$ cat src/rtl/clkdiv_pkg.sv
`timescale 1ns/1ps
package clkdiv_pkg;
  // number of binary stages in the divider (largest ratio is 2**DIV_STAGES)
  localparam int DIV_STAGES = 4;
  localparam int TAP_W      = $clog2(DIV_STAGES);
  localparam int MODE_W     = TAP_W + 1;

  // strobes from control to datapath
  typedef struct packed {
    logic             bypass;   // pass the reference straight through
    logic             gateOn;   // enable, retimed on the falling edge
    logic             armNext;  // enable value to be taken at the next falling edge
    logic [TAP_W-1:0] tap;      // counter bit that forms the divided clock
  } ctrl_t;
endpackage

$ cat src/rtl/clkdiv_ctrl.sv
`timescale 1ns/1ps
module clkdiv_ctrl
  import clkdiv_pkg::*;
(
  input  logic              refClk,
  input  logic              rstN,
  input  logic [MODE_W-1:0] modeSel,
  output ctrl_t             ctrl
);
  logic gateQ;

  // enable only changes while the reference is low, so the gate never clips a pulse
  always_ff @(negedge refClk) begin
    gateQ <= rstN;
  end

  always_comb begin
    ctrl.bypass  = ~modeSel[MODE_W-1];
    ctrl.tap     = modeSel[TAP_W-1:0];
    ctrl.gateOn  = gateQ;
    ctrl.armNext = rstN;
  end
endmodule

$ cat src/rtl/clkdiv_datapath.sv
`timescale 1ns/1ps
module clkdiv_datapath
  import clkdiv_pkg::*;
(
  input  logic  refClk,
  input  logic  rstN,
  input  ctrl_t ctrl,
  output logic  clkOut
);
  logic [DIV_STAGES-1:0] cnt;
  logic                  tapBit;
  logic                  divQ;

  // ripple-free binary counter, cleared at once by the control input
  always_ff @(posedge refClk or negedge rstN) begin
    if (!rstN) cnt <= '0;
    else       cnt <= cnt + 1'b1;
  end

  always_comb tapBit = cnt[ctrl.tap];

  // retime the divided clock on the falling edge; disable lands here too
  always_ff @(negedge refClk) begin
    if (!ctrl.armNext) divQ <= 1'b0;
    else               divQ <= tapBit;
  end

  always_comb begin
    if (ctrl.bypass) clkOut = refClk & ctrl.gateOn;
    else             clkOut = divQ;
  end
endmodule

$ cat src/rtl/clkdiv_fanout_drv.sv
`timescale 1ns/1ps
module clkdiv_fanout_drv #(
  parameter int NUM_OUT = 2
) (
  input  logic               clkIn,
  output logic [NUM_OUT-1:0] outTrue,
  output logic [NUM_OUT-1:0] outComp
);
  for (genvar i = 0; i < NUM_OUT; i++) begin : g_pair
    assign outTrue[i] = clkIn;
    assign outComp[i] = ~clkIn;
  end
endmodule

$ cat src/rtl/clkdiv_fanout.sv
`timescale 1ns/1ps
module clkdiv_fanout
  import clkdiv_pkg::*;
#(
  parameter int NUM_OUT = 2
) (
  input  logic               refClk,
  input  logic               rstN,
  input  logic [MODE_W-1:0]  modeSel,
  output logic [NUM_OUT-1:0] outTrue,
  output logic [NUM_OUT-1:0] outComp
);
  ctrl_t ctrl;
  logic  clkMid;

  clkdiv_ctrl u_ctrl (
    .refClk  (refClk),
    .rstN    (rstN),
    .modeSel (modeSel),
    .ctrl    (ctrl)
  );

  clkdiv_datapath u_dp (
    .refClk (refClk),
    .rstN   (rstN),
    .ctrl   (ctrl),
    .clkOut (clkMid)
  );

  clkdiv_fanout_drv #(.NUM_OUT(NUM_OUT)) u_drv (
    .clkIn   (clkMid),
    .outTrue (outTrue),
    .outComp (outComp)
  );
endmodule

$ cat config.mk
export PLATFORM = sky130hd
export DESIGN_NAME = clkdiv_fanout
export DESIGN_NICKNAME = d
export VERILOG_FILES = /design/src/rtl/clkdiv_pkg.sv /design/src/rtl/clkdiv_ctrl.sv /design/src/rtl/clkdiv_datapath.sv /design/src/rtl/clkdiv_fanout_drv.sv /design/src/rtl/clkdiv_fanout.sv
export SDC_FILE = /design/constraint.sdc
export NUM_CORES = 1
export LEC_CHECK = 0
export BUFFER_PORTS_ARGS = -buffer_cell sky130_fd_sc_hd__buf_2
export CAP_MARGIN = 30
export CORE_AREA = 8 8 45 47
export CTS_CLUSTER_SIZE = 16
export DETAILED_ROUTE_END_ITERATION = 12
export DIE_AREA = 0 0 53 55
export RECOVER_POWER = 25
export SETUP_SLACK_MARGIN = 0.15
export SYNTH_ARGS = -nofsm -noshare
export SYNTH_HDL_FRONTEND = slang
export SYNTH_SLANG_ARGS = --single-unit
$ cat constraint.sdc
create_clock -name refClk -period 2.9 [get_ports refClk]
set_clock_uncertainty 0.15 [all_clocks]
set_input_delay 0.58 -clock refClk [delete_from_list [all_inputs] [get_ports refClk]]
set_output_delay 0.58 -clock refClk [all_outputs]
set_load 0.05 [all_outputs]
==> out/metrics.cfg, run 1 <==
[pwr]
p_int_mw = 0.4403
p_per_area_nw_per_um2 = 1090
p_clk_share_pct = 85.3
seqPwrFrac_pct = 13.6
power_frac_comb_pct = 1.1
power.switching_mw = 0.1858
design_power_total_mw = 0.6261
swShare_pct = 29.68
irDropWorstVdd_mv = 0.3217
p_leak_nw = 0.2908

[synth]
synthMuxAreaShare_pct = 8.867
syn_avg_cell_area_sq_um = 12.09
synth_top_family_by_area = buffers and inverters
synth_seq_area_share_pct = 55.17
synth_nets = 27
yosys.area.top_type = dfrtp_1
synthesis.area_sq_um = 254.0
yosys.area_share.xor_xnor_pct = 6.897
synth-simple-area-share_pct = 7.389
synth-adder-area-share_pct = 4.926
synth_compound_area_share_pct = 4.926
synthCells = 21
ys_ff_latch = 6
synth_area_leaders = dfrtp_1 (39%), dfxtp_1 (16%), buf_4 (8.9%), mux4_2 (8.9%), ha_1 (4.9%)
yosys.area.top_type_share_pct = 39.41
yosys_warnings = 0
yosysUniqueCellTypes = 13

[placed_design]
port_buffers = 8
dp.cells = 42
globalplace.congestion = 0.6112

[worst_setup_path]
cp-end-kind = primary output
required_ns = 2.17
crit_fanout = 2
start_kind = register
crit_type = register to primary output
critPathArrivalTime_ns = 3.04

[die]
dieArea_sq_um = 2915
initial_core_util_pct = 18.35
row_count = 14
die_y_um = 55
core_sq_um = 1384
die_w_um = 53
pin_count = 9

[outcome]
status = complete, but fails checks
violations = negative setup slack

[min_path]
hold_path.class = register to register

[flow_run]
cap_violations = 0

[detailed_routing]
drc = 0
dr.first_iter.drc_count = 11
avgViaCountPerCell = 4.188
num_vias = 268
wl_per_cell_um = 11.73
drt-total-wl_um = 751
first_pass_iters = 4
final_antenna_net_count = 0

[cells_and_area]
fin_util_pct = 41.50
fin_cells = 64
final_layout_size_suffix_gt1_share_pct = 62.50
nets = 54
insertedDiodeCount = 0
syn_to_final_growth_pct = 126.1

[grt]
gr-usage-all-layers_pct = 8.507
overflow = 0
grt_start_max_net_pins = 7
grt_pass1_vias = 404
antenna_found_initial = 0
grt_pass1_wl_mm = 1.400

[clock_network]
clk_pin_slew_ns = 0.05
cts_sinks = 6
tritoncts = done
clkLatencyLatePin_ns = 0.35

[timing]
layout_setup_ws_ns = -0.8680
setup_tns_ns = -3.332
setup_violations = 5
rsz0062_at_grt = true
relSlewSlack_pct = 81.83
hold_viol_final = 0
slew_viol_final = 0
tightest_slew_ns = 0.2725
fin_hold_ws_ns = 0.3237

per-stage QoR:
stage | area (sq um) | worst slack, ns
after floorplan | 265.3 | -0.05079
after global placement | 299.0 | -0.1002
after detailed placement | 299.0 | -0.09718
after CTS | 571.8 | -0.9161
after global routing | 574.3 | -0.9491
final | 574.3 | -0.8680
area by class of cell:
class                   instances  area, sq um
repair buffers                  5        28.78
inverters                       1        3.754
clock inverters                 3        11.26
flip-flops and latches          6        141.4
well taps                      16        20.02
clock buffers                  23        271.5
fillers                       131        809.5
multi-input cells              10        97.59
worst max-delay path, cell delays in order, from the launching register on:
cell	delay [ns]
dfxtp_2	0.31
nand2_2	0.05
buf_8	0.12
buf_8	0.11
o21a_4	0.21
buf_8	0.12
clkbuf_8	0.12
buf_8	0.14
power by group through the flow:
stage          clock network, mW  registers [mW]  logic, mW
2_1_floorplan              0.102          0.0859    0.00161
3_3_place_gp              0.0935          0.0858    0.00614
3_5_place_dp              0.0935          0.0859    0.00615
4_1_cts                    0.536          0.0850    0.00763
5_1_grt                    0.577          0.0849    0.00820
6_report                   0.534          0.0850    0.00719
synthesized netlist by cell type, drive strengths merged:
cell type,instances
and2,1
buf,3
dfrtp,4
dfxtp,2
ha,1
inv,2
mux4,1
nand2,2
nand3,1
o21a,1
o21ai,1
xnor2,1
xor2,1
path summary, 6_finish.rpt:
| path | from | slack (ns) | end | cells after the start |
|---|---|---|---|---|
| setup / recovery | u_ctrl.gateQ$_DFF_N_ | -0.87 | outComp[1] | 7 |
| hold / removal | u_dp.cnt[3]$_DFF_PN0_ | 0.32 | u_dp.cnt[3]$_DFF_PN0_ | 1 |
| setup reg to reg | u_dp.cnt[2]$_DFF_PN0_ | 0.25 | u_dp.divQ$_SDFF_NN0_ | 2 |
| hold reg to reg | u_dp.cnt[3]$_DFF_PN0_ | 0.32 | u_dp.cnt[3]$_DFF_PN0_ | 1 |
| max in group asynchronous | rstN | 1.91 | u_dp.cnt[2]$_DFF_PN0_ | 2 |
| min in group asynchronous | rstN | 0.48 | u_dp.cnt[1]$_DFF_PN0_ | 2 |
flip-flops by register name, indices dropped and copies added, names as in the netlist:
signal / cells
u_dp.cnt: 4
u_ctrl.gateQ: 1
u_dp.divQ: 1
cells by family (layout without fill, tap and decap cells):
family,Yosys count,in the layout
compound gates,2,2
flops,6,6
fa+ha+maj,1,1
xor+xnor,2,2
simple gates,4,4
buf+inv,5,32
mux,1,1
routing by layer:
metal	global-route usage [%]	wire [um]	vias to the layer above
li1	-	-	120
met1	3.385	214	120
met2	5.469	375	24
met3	14.17	132	4
met4	22.41	28	0
met5	0	0	-
cells in the final DEF (no fill, tap or decap), types with 2 or more instances in the layout:
cell type and count:
dfrtp_1 4, clkbuf_8 8, buf_2 3, clkbuf_1 2
buf_8 7, inv_1 3, clkbuf_4 6
what timing repair did:
item / CTS / global route
setup buffers: 0 / 0
endpoints found under the setup margin: 5 / 6
pin swaps: 1 / 2
endpoints found under the hold margin: 4 / 0
resized for setup: 27 / 6
hold buffers: 1 / 0
No activity file was read; power rests on OpenSTA's default activity.
==> run 2, diff against run 1 <==
--- a/config.mk
+++ b/config.mk
@@ -7,12 +7,16 @@
 export LEC_CHECK = 0
 export BUFFER_PORTS_ARGS = -buffer_cell sky130_fd_sc_hd__buf_2
 export CAP_MARGIN = 30
+export CELL_PAD_IN_SITES_DETAIL_PLACEMENT = 1
+export CELL_PAD_IN_SITES_GLOBAL_PLACEMENT = 1
 export CORE_AREA = 8 8 45 47
 export CTS_CLUSTER_SIZE = 16
 export DETAILED_ROUTE_END_ITERATION = 12
 export DIE_AREA = 0 0 53 55
+export PLACE_DENSITY_LB_ADDON = 0.1
 export RECOVER_POWER = 25
 export SETUP_SLACK_MARGIN = 0.15
+export SKIP_LAST_GASP = 1
 export SYNTH_ARGS = -nofsm -noshare
 export SYNTH_HDL_FRONTEND = slang
 export SYNTH_SLANG_ARGS = --single-unit
==> out/metrics.cfg, run 2 (synthesized netlist as in run 1, its figures left out) <==
[outcome]
status = complete, but fails checks
violations = negative setup slack

[timing]
fin_hold_ws_ns = 0.3164  ; -0.007316 ns
setup_violations = 5  ; unchanged
hold_viol_final = 0  ; unchanged
relSlewSlack_pct = 79.22  ; -2.6 points
tightest_slew_ns = 0.3116  ; +0.03916 ns
layout_setup_ws_ns = -0.8661  ; +0.001982 ns
rsz0062_at_grt = true
slew_viol_final = 0  ; unchanged

[worst_setup_path]
rr_worst_depth = 2  ; unchanged
cp_cell_sequence = nand2_2 -> buf_8 -> buf_8 -> o21a_4 -> buf_8 -> buf_8 -> buf_8
cpMostUsedCell = buf_8
cp.buffers_inverters = 5  ; unchanged
cp-end-kind = primary output
slowest_delay_ns = 0.31  ; about the same
required_ns = 2.17  ; about the same
crit_fanout = 2  ; unchanged
crit_cells = 7  ; unchanged
reg2reg_slack_ns = 0.24  ; about the same
start_kind = register
crit_type = register to primary output
cp_top_family = buffers and inverters
critPathArrivalTime_ns = 3.04  ; about the same
worst_path_max_delay_cell = dfxtp_2

[placed_design]
dp.cells = 42  ; unchanged
dp_slack_ns = -0.1156  ; -0.01840 ns
globalplace.congestion = 0.6761  ; +11%
port_buffers = 8  ; unchanged
post-dp-hpwl_um = 407.9

[cells_and_area]
top_regs = u_dp.cnt: 4 flops, u_ctrl.gateQ: 1 flops, u_dp.divQ: 1 flops
fillers = 150  ; +15%
insertedDiodeCount = 0  ; unchanged
largest_register_ffs = 4  ; unchanged
syn_to_final_growth_pct = 131.5
fin_cells = 64  ; unchanged
final_cell_mix = buf_8 (13), clkbuf_4 (5), dfrtp_1 (4)
final_layout_size_suffix_gt1_share_pct = 62.50  ; unchanged
top_register = u_dp.cnt
nets = 54  ; unchanged
layout_commonest_cell = buf_8

[detailed_routing]
num_vias = 271  ; +1.1%
avgViaCountPerCell = 4.234  ; +1.1%
first_pass_iters = 3  ; -1
drc = 0  ; unchanged
final_antenna_net_count = 0  ; unchanged
wl_per_cell_um = 13.58  ; +16%
dr.first_iter.drc_count = 9  ; -2
drt-total-wl_um = 869  ; +16%

[clock_network]
postCtsSetupBuffers = 0  ; unchanged
clk_pin_slew_ns = 0.05  ; about the same
cts_sinks = 6  ; unchanged
tritoncts = done
clkLatencyLatePin_ns = 0.36  ; about the same

[die]
row_count = 14  ; unchanged
die_w_um = 53  ; unchanged
core_sq_um = 1384  ; unchanged
die_y_um = 55  ; unchanged
pin_count = 9  ; unchanged
dieArea_sq_um = 2915  ; unchanged
initial_core_util_pct = 18.35  ; unchanged

[min_path]
whs_path_depth = 1  ; unchanged
hold_path.class = register to register

[grt]
antenna_found_initial = 0  ; unchanged
grt_pass1_vias = 422  ; +4.5%
overflow = 0  ; unchanged
gr-usage-all-layers_pct = 9.704  ; +1.2 points
grt_pass1_wl_mm = 1.511  ; +7.9%
grt_start_max_net_pins = 7  ; unchanged

[flow_run]
cap_violations = 0  ; unchanged

[pwr]
design_power_total_mw = 0.6857  ; +9.5%
p_leak_nw = 0.2926  ; +0.62%
irDropWorstVdd_mv = 0.4080  ; +27%
p_per_area_nw_per_um2 = 1166  ; +7.0%

## run 2: cell types whose count changed in the layout (fill, tap and decap cells not counted)
cell | before | now
clkbuf_8 | 8 | 0
buf_6 | 0 | 3
o21ai_2 | 1 | 0
buf_8 | 7 | 13
clkbuf_4 | 6 | 5
o21ai_4 | 0 | 1
## run 2: area by class of cell
| cell class | count | area [sq um] | area share, % |
|---|---|---|---|
| Sequential cell | 6 | 141.4 | 24.04 |
| Clock buffer | 23 | 277.8 | 47.23 |
| Clock inverter | 3 | 11.26 | 1.915 |
| Multi-Input combinational cell | 10 | 105.1 | 17.87 |
| Timing Repair Buffer | 5 | 28.78 | 4.894 |
| Tap cell | 16 | 20.02 | 3.404 |
| Inverter | 1 | 3.754 | 0.6383 |
## run 2: worst reg2reg max path, cell delays in order, from the launching register on
cell and delay (ns):
dfrtp_1 0.41, mux4_2 0.46, and2_1 0.15
## run 2: final timing paths
path,start,to
setup reg to reg,u_dp.cnt[0]$_DFF_PN0_,u_dp.divQ$_SDFF_NN0_
hold / removal,u_dp.cnt[3]$_DFF_PN0_,u_dp.cnt[3]$_DFF_PN0_
max in group asynchronous,rstN,u_dp.cnt[3]$_DFF_PN0_
setup / recovery,u_ctrl.gateQ$_DFF_N_,outComp[1]
hold reg to reg,u_dp.cnt[3]$_DFF_PN0_,u_dp.cnt[3]$_DFF_PN0_
min in group asynchronous,rstN,u_dp.cnt[0]$_DFF_PN0_
## run 2: per-layer routing
layer  global-route usage (%)  routed length, um  part of all wire (%)  vias to the layer above
met3                    15.51                121                    14                        6
met4                    25.43                 46                   5.3                        0
met2                    6.836                462                    53                       20
met1                    3.834                238                    27                      126
li1                         -                  -                     -                      119
met5                        0                  0                     0                        -
## run 2: power breakdown
| group | switching [mW] | internal [mW] | total, mW |
|---|---|---|---|
| clock | 0.205 | 0.388 | 0.593 |
| combinational | 0.00370 | 0.00403 | 0.00773 |
| sequential | 0.000352 | 0.0847 | 0.0850 |
| total | 0.209 | 0.477 | 0.686 |
## run 2: what timing repair did
action / CTS / global route
endpoints found under the setup margin: 5 / 6
hold buffers: 1 / 0
pin swaps: 1 / 3
hold endpoints to repair: 4 / 0
gates resized for setup: 24 / 20
## run 2: stage by stage
stage	util (%)	area [sq um]	setup TNS (ns)
3_3_place_gp	21.61	299.0	-0.2564
5_1_grt	42.50	588.1	-3.711
2_1_floorplan	-	265.3	-0.1307
3_5_place_dp	21.61	299.0	-0.2642
6_report	42.50	588.1	-3.375
4_1_cts	40.14	555.5	-3.717
